## config.mk

```make
export PLATFORM = sky130hd
export DESIGN_NAME = dyn_pair_fmt
export DESIGN_NICKNAME = d
export VERILOG_FILES = /design/src/rtl/dyn_pair_fmt_pkg.sv /design/src/rtl/pair_fmt_secded.sv /design/src/rtl/pair_fmt_merge.sv /design/src/rtl/dyn_pair_fmt.sv
export SDC_FILE = /design/constraint.sdc
export NUM_CORES = 1
export LEC_CHECK = 0
export BUFFER_PORTS_ARGS = -buffer_cell sky130_fd_sc_hd__buf_2
export CORE_MARGIN = 4
export CORE_UTILIZATION = 25
export DETAILED_ROUTE_END_ITERATION = 10
export PLACE_DENSITY_LB_ADDON = 0.12
export SYNTH_ARGS = -nofsm -noshare
export SYNTH_HDL_FRONTEND = slang
export SYNTH_SLANG_ARGS = --single-unit
export TNS_END_PERCENT = 50
```

## constraint.sdc

```tcl
create_clock -name clk_i -period 4.95 [get_ports clk_i]
set_input_delay 0.2475 -clock clk_i [delete_from_list [all_inputs] [get_ports clk_i]]
set_output_delay 0.2475 -clock clk_i [all_outputs]
set_load 0.01 [all_outputs]
```

## src/rtl/dyn_pair_fmt_pkg.sv

```systemverilog
package dyn_pair_fmt_pkg;
  localparam int COL_W = 7;
  localparam int ROW_W = 9;
  localparam int TOT_W = 4;
  localparam int HIT_W = COL_W + ROW_W + TOT_W;
  localparam int REC_W = COL_W + ROW_W + 2 * TOT_W;
  localparam logic [TOT_W-1:0] TOT_NONE = '1;

  typedef struct packed {
    logic [COL_W-1:0] col;
    logic [ROW_W-1:0] row;
    logic [TOT_W-1:0] tot;
  } hit_t;

  function automatic int par_bits(input int dw);
    int p;
    p = 0;
    while ((1 << p) < dw + p + 1) p++;
    return p;
  endfunction

  localparam int PAR_W  = par_bits(HIT_W);
  localparam int CODE_W = HIT_W + PAR_W + 1;
endpackage

```

## src/rtl/pair_fmt_secded.sv

```systemverilog
module pair_fmt_secded
  import dyn_pair_fmt_pkg::*;
#(
  parameter int DATA_W = HIT_W,
  parameter int PW     = par_bits(DATA_W)
) (
  input  logic [DATA_W+PW:0]  code_i,
  output logic [DATA_W-1:0]   data_o,
  output logic                fatal_o
);
  localparam int HAM_N  = DATA_W + PW;
  localparam int CODE_N = HAM_N + 1;

  logic [PW-1:0]     syn;
  logic              ovr;
  logic [CODE_N-1:0] fixed;

  function automatic logic [PW-1:0] syndrome(input logic [CODE_N-1:0] c);
    logic [PW-1:0] s;
    s = '0;
    for (int p = 1; p <= HAM_N; p++)
      if (c[p]) s ^= PW'(p);
    return s;
  endfunction

  function automatic logic [DATA_W-1:0] extract(input logic [CODE_N-1:0] c);
    logic [DATA_W-1:0] d;
    int k;
    d = '0;
    k = 0;
    for (int p = 1; p <= HAM_N; p++) begin
      if ((p & (p - 1)) != 0) begin
        d[k] = c[p];
        k++;
      end
    end
    return d;
  endfunction

  always_comb begin
    syn     = syndrome(code_i);
    ovr     = ^code_i;
    fixed   = code_i;
    fatal_o = 1'b0;
    if (ovr) begin
      // odd weight: single flip at position syn (0 = overall bit)
      if (int'(syn) <= HAM_N) fixed[syn] = ~fixed[syn];
      else fatal_o = 1'b1;
    end else if (syn != '0) begin
      fatal_o = 1'b1;
    end
    data_o = extract(fixed);
  end
endmodule

```

## src/rtl/pair_fmt_merge.sv

```systemverilog
module pair_fmt_merge
  import dyn_pair_fmt_pkg::*;
(
  input  logic             clk_i,
  input  logic             rst_ni,
  input  logic             in_valid_i,
  input  logic             in_eoe_i,
  input  logic             in_fatal_i,
  input  hit_t             in_hit_i,
  output logic             in_ready_o,
  output logic             out_valid_o,
  output logic [REC_W-1:0] out_data_o,
  input  logic             out_ready_i,
  output logic             err_o
);
  logic             held_q;
  hit_t             held_hit_q;
  logic             out_valid_q;
  logic [REC_W-1:0] out_data_q;
  logic             err_q;

  logic             accept, take_hit, take_eoe, take_bad, adjacent, emit;
  logic [ROW_W:0]   row_next;
  logic [REC_W-1:0] rec;

  assign in_ready_o  = !out_valid_q || out_ready_i;
  assign accept      = in_valid_i && in_ready_o;
  assign take_eoe    = accept && in_eoe_i;
  assign take_bad    = accept && !in_eoe_i && in_fatal_i;
  assign take_hit    = accept && !in_eoe_i && !in_fatal_i;
  assign row_next    = {1'b0, held_hit_q.row} + (ROW_W+1)'(1);
  assign adjacent    = held_q && (in_hit_i.col == held_hit_q.col) &&
                       ({1'b0, in_hit_i.row} == row_next);

  always_comb begin
    emit = 1'b0;
    rec  = {held_hit_q.col, held_hit_q.row, held_hit_q.tot, TOT_NONE};
    if (take_hit && adjacent) begin
      emit = 1'b1;
      rec  = {held_hit_q.col, held_hit_q.row, held_hit_q.tot, in_hit_i.tot};
    end else if ((take_hit || take_eoe) && held_q) begin
      emit = 1'b1;
    end
  end

  always_ff @(posedge clk_i or negedge rst_ni) begin
    if (!rst_ni) begin
      held_q      <= 1'b0;
      held_hit_q  <= '0;
      out_valid_q <= 1'b0;
      out_data_q  <= '0;
      err_q       <= 1'b0;
    end else begin
      err_q <= take_bad;
      if (take_eoe) begin
        held_q <= 1'b0;
      end else if (take_hit) begin
        held_q <= !adjacent;
        if (!adjacent) held_hit_q <= in_hit_i;
      end
      if (emit) begin
        out_valid_q <= 1'b1;
        out_data_q  <= rec;
      end else if (out_ready_i) begin
        out_valid_q <= 1'b0;
      end
    end
  end

  assign out_valid_o = out_valid_q;
  assign out_data_o  = out_data_q;
  assign err_o       = err_q;


  stall_hold_chk: assert property (@(posedge clk_i) disable iff (!rst_ni)
    out_valid_o && !out_ready_i |=> out_valid_o && $stable(out_data_o));

  rec_source_chk: assert property (@(posedge clk_i) disable iff (!rst_ni)
    $rose(out_valid_o) |-> $past(in_valid_i && in_ready_o));

  err_source_chk: assert property (@(posedge clk_i) disable iff (!rst_ni)
    err_o |-> $past(in_valid_i && in_ready_o && !in_eoe_i));

  bad_keeps_held_chk: assert property (@(posedge clk_i) disable iff (!rst_ni)
    take_bad |=> $stable(held_q) && $stable(held_hit_q));

  eoe_clears_chk: assert property (@(posedge clk_i) disable iff (!rst_ni)
    take_eoe |=> !held_q);
endmodule

```

## src/rtl/dyn_pair_fmt.sv

```systemverilog
module dyn_pair_fmt
  import dyn_pair_fmt_pkg::*;
(
  input  logic              clk_i,
  input  logic              rst_ni,
  input  logic              in_valid_i,
  output logic              in_ready_o,
  input  logic              in_eoe_i,
  input  logic [CODE_W-1:0] in_code_i,
  output logic              out_valid_o,
  input  logic              out_ready_i,
  output logic [REC_W-1:0]  out_data_o,
  output logic              err_o
);
  logic [HIT_W-1:0] dec_data;
  logic             dec_fatal;
  hit_t             dec_hit;

  pair_fmt_secded #(.DATA_W(HIT_W), .PW(PAR_W)) u_dec (
    .code_i  (in_code_i),
    .data_o  (dec_data),
    .fatal_o (dec_fatal)
  );

  assign dec_hit = hit_t'(dec_data);

  pair_fmt_merge u_merge (
    .clk_i       (clk_i),
    .rst_ni      (rst_ni),
    .in_valid_i  (in_valid_i),
    .in_eoe_i    (in_eoe_i),
    .in_fatal_i  (dec_fatal),
    .in_hit_i    (dec_hit),
    .in_ready_o  (in_ready_o),
    .out_valid_o (out_valid_o),
    .out_data_o  (out_data_o),
    .out_ready_i (out_ready_i),
    .err_o       (err_o)
  );
endmodule

```

==> impl_metrics.tcl, run 1 <==
set metrics [dict create \
    synth_seq_cells 47 \
    fin_nets 454 \
    dp_slack_ns 0.429 \
    grt_pass1_wl_um 20000 \
    setup_slack_ns 0.695 \
    finalSetupViolCount 0 \
    cts-root-buf "clkbuf_16" \
    h-tree-depth 2 \
    drv_cap 0 \
    drc 0 \
    ys.warnings.count 0 \
    fmax_mhz 235 \
    syn_to_final_growth_pct 17.5 \
    die_h_um 133 \
    crit_path_end_kind "flip-flop" \
    hold_buffers 0 \
    tns_ns 0 \
    worstReg2RegEnd "u_merge.held_hit_q[18]$_DFFE_PN0P_" \
    drtIter0Drc 172 \
    design_area_um2 4570 \
    syn_nets 396 \
    reg2reg_from "u_merge.held_hit_q[4]$_DFFE_PN0P_" \
    ys.flop_type "dfrtp_1" \
    cts_sinks 47 \
    cts.path.max_buffers 2 \
    dp_hpwl_um 10100 \
    crit_fanout 15 \
    power_leakage_nw 1.80 \
    overflow 0 \
    grt_pass1_vias 3401 \
    synth_edf_count 0 \
    ir_drop_mv 0.257 \
    tightest_slew_ns 1.04 \
    diodes 0 \
    final_cells 611 \
    status "finished, final reports clean" \
    drt_pass1_iterations 4 \
    place_inst 603 \
    cts_setup_buffers 0 \
    grt_use_total_pct 14.5 \
    yosysSeqAreaShare_pct 30.3 \
    start_util_pct 25.6 \
    final_common_cell "buf_2" \
    tritoncts "done" \
    port_buffers 57 \
    rows 45 \
    insertion_delay_ns 0.30 \
    syn_inst 364 \
    setup.worst_path.start "in_code_i[7]" \
    place_area_um2 4400 \
    finalClockSkew_ns 0.0121 \
    worstPathRequired_ns 5.14 \
    min_path_type "in2async" \
    vias 3119 \
    fillCellCount 1616 \
    vias_per_cell 5.10 \
    rsz0062_at_grt "false" \
    hold_viol 0 \
    period_share_pct 86.0 \
    place_congestion 0.872 \
    total_power_mw 2.82 \
    fin_crit_ns 4.25 \
    r2r_cells 13 \
    start_kind "primary input" \
    ant_nets 0 \
    wl_per_cell_um 20.6 \
    final_cell_mix "buf_2 (57), dfrtp_1 (47), xnor2_1 (34), nand2_1 (29), mux2_2 (28)" \
    r2r_setup_slack_ns 1.53 \
    syn_avg_cell_area_um2 10.7 \
    ys_types 68 \
    die_x_um 133 \
    io_pins 58 \
    power.density_nw_per_um2 617 \
    netlist_area_um2 3890 \
    path_clk_slew_ns 0.07 \
    cts_resized 0 \
    final_max_slew_viol_count 0 \
    die_area_um2 17600 \
    path_class "in2reg" \
    slew_headroom_pct 30.4 \
    finalWirelength_um 12600 \
    fp.coreArea_um2 15200 \
    drive_gt1_share_pct 32.9 \
    numCtsBuffers 5 \
    antenna_found_initial 0 \
    critPathCapture "u_merge.held_hit_q[18]$_DFFE_PN0P_" \
    grt_max_degree 48 \
    crit_arrival_ns 4.44 \
    synthArstFlopShare_pct 100 \
]
metrics by stage:
| step | utilization, % | hold slack [ns] |
|---|---|---|
| 3_5_place_dp | 28.9 | 0.456 |
| 3_3_place_gp | 28.9 | 0.444 |
| 6_report | 30.0 | 0.140 |
| 2_1_floorplan | - | -0.0481 |
| 4_1_cts | 30.0 | 0.133 |
| 5_1_grt | 30.0 | 0.138 |
state kept, by name, summed over array words and instances, names as in the netlist:
name and flops:
u_merge.out_data_o 24, u_merge.held_q 1, u_merge.held_hit_q 20, u_merge.err_o 1, u_merge.out_valid_o 1
how the worst min path moves through the flow:
stage / to / slack, ns
after global placement: u_merge.err_o$_DFF_PN0_ / 0.44
after CTS: u_merge.err_o$_DFF_PN0_ / 0.13
after detailed placement: u_merge.err_o$_DFF_PN0_ / 0.46
after global routing: u_merge.err_o$_DFF_PN0_ / 0.14
after floorplan: u_merge.err_o$_DFF_PN0_ / -0.05
final: u_merge.held_hit_q[1]$_DFFE_PN0P_ / 0.14
worst max-delay path, stage by stage:
cell,delay (ns)
buf_2,0.15
xnor2_1,0.41
xor3_1,0.33
xor3_2,0.53
mux4_2,0.61
a311oi_4,0.53
nand3_1,0.34
mux2i_1,0.22
nor4_2,0.40
a21boi_2,0.11
buf_4,0.22
mux2_4,0.31
final cells by class:
type / instances / area (um^2) / share of cell area, %
clock inverter: 3 / 46.3 / 1.01
clock buffer: 5 / 125 / 2.74
multi-input combinational: 294 / 2600 / 57.0
inverter: 8 / 30.0 / 0.657
timing repair buffer: 66 / 353 / 7.72
sequential: 47 / 1180 / 25.7
tap: 188 / 235 / 5.15
cells by family (layout without fill, tap and decap cells):
group | Yosys count | in the layout | synth area share (%)
xor gates and xnor gates | 64 | 64 | 19.6
muxes | 62 | 62 | 19.1
AOI/OAI and AO/OA | 61 | 61 | 13.2
buffers and inverters | 23 | 82 | 3.03
DFF | 47 | 47 | 30.3
and+or+nand+nor | 105 | 105 | 14.2
adders and majority gates | 2 | 2 | 0.579
metal layers:
layer	track usage, %	part of all wire (%)
met3	1.52	4.2
met1	19.9	46
met4	4.85	2.2
met5	0	0
met2	24.0	48
power breakdown:
group / internal, mW / total, mW / switching, mW
Sequential: 0.564 / 0.735 / 0.171
Combinational: 0.730 / 1.70 / 0.967
Clock: 0.240 / 0.388 / 0.148
synth_stat cells (8+ instances only):
master | number | area, um^2
nand3_1 | 15 | 75.1
xor2_1 | 12 | 105
nor2_1 | 20 | 75.1
mux2i_1 | 22 | 220
o22a_1 | 15 | 131
xnor2_1 | 34 | 298
mux2_2 | 28 | 315
inv_1 | 8 | 30.0
dfrtp_1 | 47 | 1180
nand2_1 | 29 | 109
Power figures use the tool's default switching activity.
==> inputs of run 2 (changes only) <==
--- a/config.mk
+++ b/config.mk
@@ -9,6 +9,7 @@
 export CORE_MARGIN = 4
 export CORE_UTILIZATION = 25
 export DETAILED_ROUTE_END_ITERATION = 10
+export GPL_TIMING_DRIVEN = 0
 export PLACE_DENSITY_LB_ADDON = 0.12
 export SYNTH_ARGS = -nofsm -noshare
 export SYNTH_HDL_FRONTEND = slang
==> run 2 against run 1 <==
Compared with the run above:
- final area fell by 0.74%
- wire length fell by 0.78%
- cell count rose by 0.49%
- global-route usage fell by 0.50 points
- clock skew fell by 0.0097 ns
- hold slack improved by 0.011 ns
- via count rose by 0.77%
- die area did not move
- setup slack got worse by 0.15 ns
- largest cell class unchanged
- largest power group unchanged
- highest routed layer unchanged
==> impl_metrics.tcl, run 2 (same netlist as run 1, synthesis figures left out) <==
set metrics [dict create \
    status "finished, final reports clean" \
    tightest_slew_ns 1.34 \
    syn_to_final_growth_pct 16.7 \
    crit_path_end_kind "flip-flop" \
    drc 0 \
    cts.path.max_buffers 2 \
    worstPathRequired_ns 5.12 \
    setup_slack_ns 0.541 \
    crit_fanout 10 \
    fin_crit_ns 4.41 \
    rows 45 \
    tritoncts "done" \
    power.density_nw_per_um2 606 \
    power_leakage_nw 1.79 \
    grt_util_met3_pct 1.98 \
    grt_max_degree 48 \
    final_cell_mix "buf_2 (63), dfrtp_1 (47), xnor2_1 (34), nand2_1 (29), mux2_2 (28)" \
    cp_cell_sequence "buf_2 -> xnor2_1 -> xnor3_1 -> xor2_1 -> buf_2 -> nand2_1 -> o21ai_0 -> nor3b_1 -> a21boi_2 -> buf_6 -> mux2_4" \
    cts_resized 0 \
    hold_buffers 0 \
    cts_sinks 47 \
    busiest_layer "met2" \
    io_pins 58 \
    critPathMaxStageDelay_ns 1.11 \
    fmax_mhz 227 \
    drt_pass1_iterations 4 \
    drtIter0Drc 148 \
    period_share_pct 89.1 \
    wl_per_cell_um 20.3 \
    path_buf_inv 3 \
    cpMaxStageDelayCell "nor3b_1" \
    place_inst 608 \
    hold_ws_ns 0.151 \
    die_h_um 133 \
    ir_drop_mv 0.220 \
    fin_nets 459 \
    dp_slack_ns 0.113 \
    finalClockSkew_ns 0.00242 \
    final_cells 614 \
    grt_pass1_vias 3255 \
    vias_per_cell 5.12 \
    critical_path.top_delay_family "XOR/XNOR gates" \
    drv_cap 0 \
    fillCellCount 1618 \
    vias 3143 \
    overflow 0 \
    die_area_um2 17600 \
    antenna_found_initial 0 \
    finalWirelength_um 12500 \
    rsz0062_at_grt "false" \
    ant_nets 0 \
    place_congestion 0.874 \
    tns_ns 0 \
    insertion_delay_ns 0.28 \
    seqCellArea_um2 1180 \
    grt_util_met2_pct 22.2 \
    globalRouteMet1Util_pct 19.8 \
    min_path_type "in2reg" \
    port_buffers 56 \
    slew_headroom_pct 10.6 \
    h-tree-depth 2 \
    final_max_slew_viol_count 0 \
    cts_setup_buffers 0 \
    final_common_cell "buf_2" \
    grt_use_total_pct 14.0 \
    largest_reg_flops 24 \
    total_power_mw 2.75 \
    die_x_um 133 \
    path_class "in2reg" \
    crit_arrival_ns 4.58 \
    design_area_um2 4530 \
    numCtsBuffers 5 \
    path_clk_slew_ns 0.06 \
    hold_viol 0 \
    fp.coreArea_um2 15200 \
    multiInputGateArea_um2 2590 \
    grt_pass1_wl_um 19600 \
    cts-root-buf "clkbuf_16" \
    dp_hpwl_um 9880 \
    diodes 0 \
    place_area_um2 4400 \
    start_util_pct 25.6 \
    cp_common_cell "buf_2" \
    drive_gt1_share_pct 31.7 \
    utilization_pct 29.8 \
    start_kind "primary input" \
    finalSetupViolCount 0 \
]
run 2: cell types whose count changed in the layout (fill, tap and decap cells not counted), sizes merged:
cell / change
bufinv: -1
inv: -1
clkbuf: +5
run 2: power by group:
group,internal (mW),switching [mW]
clock network,0.181,0.133
registers,0.565,0.160
logic,0.732,0.977
total,1.48,1.27
run 2: final timing paths:
path | startpoint | end | slack, ns | cells after the start
max in group asynchronous | rst_ni | u_merge.held_hit_q[7]$_DFFE_PN0P_ | 4.15 | 1
min reg2reg | u_merge.held_q$_DFFE_PN0N_ | u_merge.held_q$_DFFE_PN0N_ | 0.48 | 1
min in group asynchronous | rst_ni | u_merge.out_data_o[18]$_DFFE_PN0P_ | 0.16 | 1
min | in_eoe_i | u_merge.err_o$_DFF_PN0_ | 0.15 | 2
max reg2reg | u_merge.held_hit_q[4]$_DFFE_PN0P_ | u_merge.held_hit_q[5]$_DFFE_PN0P_ | 1.49 | 13
max | in_code_i[25] | u_merge.held_hit_q[5]$_DFFE_PN0P_ | 0.54 | 11
run 2: final cells by class:
class	count	area share, %
multi-input combinational	294	57.2
sequential	47	25.9
timing repair buffer	56	6.18
tap	188	5.19
clock buffer	5	2.76
buffer	15	1.93
inverter	8	0.662
clock inverter	1	0.166
run 2: layer usage:
| metal | vias up | part of all wire [%] |
|---|---|---|
| met5 | - | 0 |
| met4 | 0 | 2.4 |
| met3 | 17 | 4.3 |
| met2 | 94 | 46 |
| met1 | 1544 | 47 |
| li1 | 1488 | - |
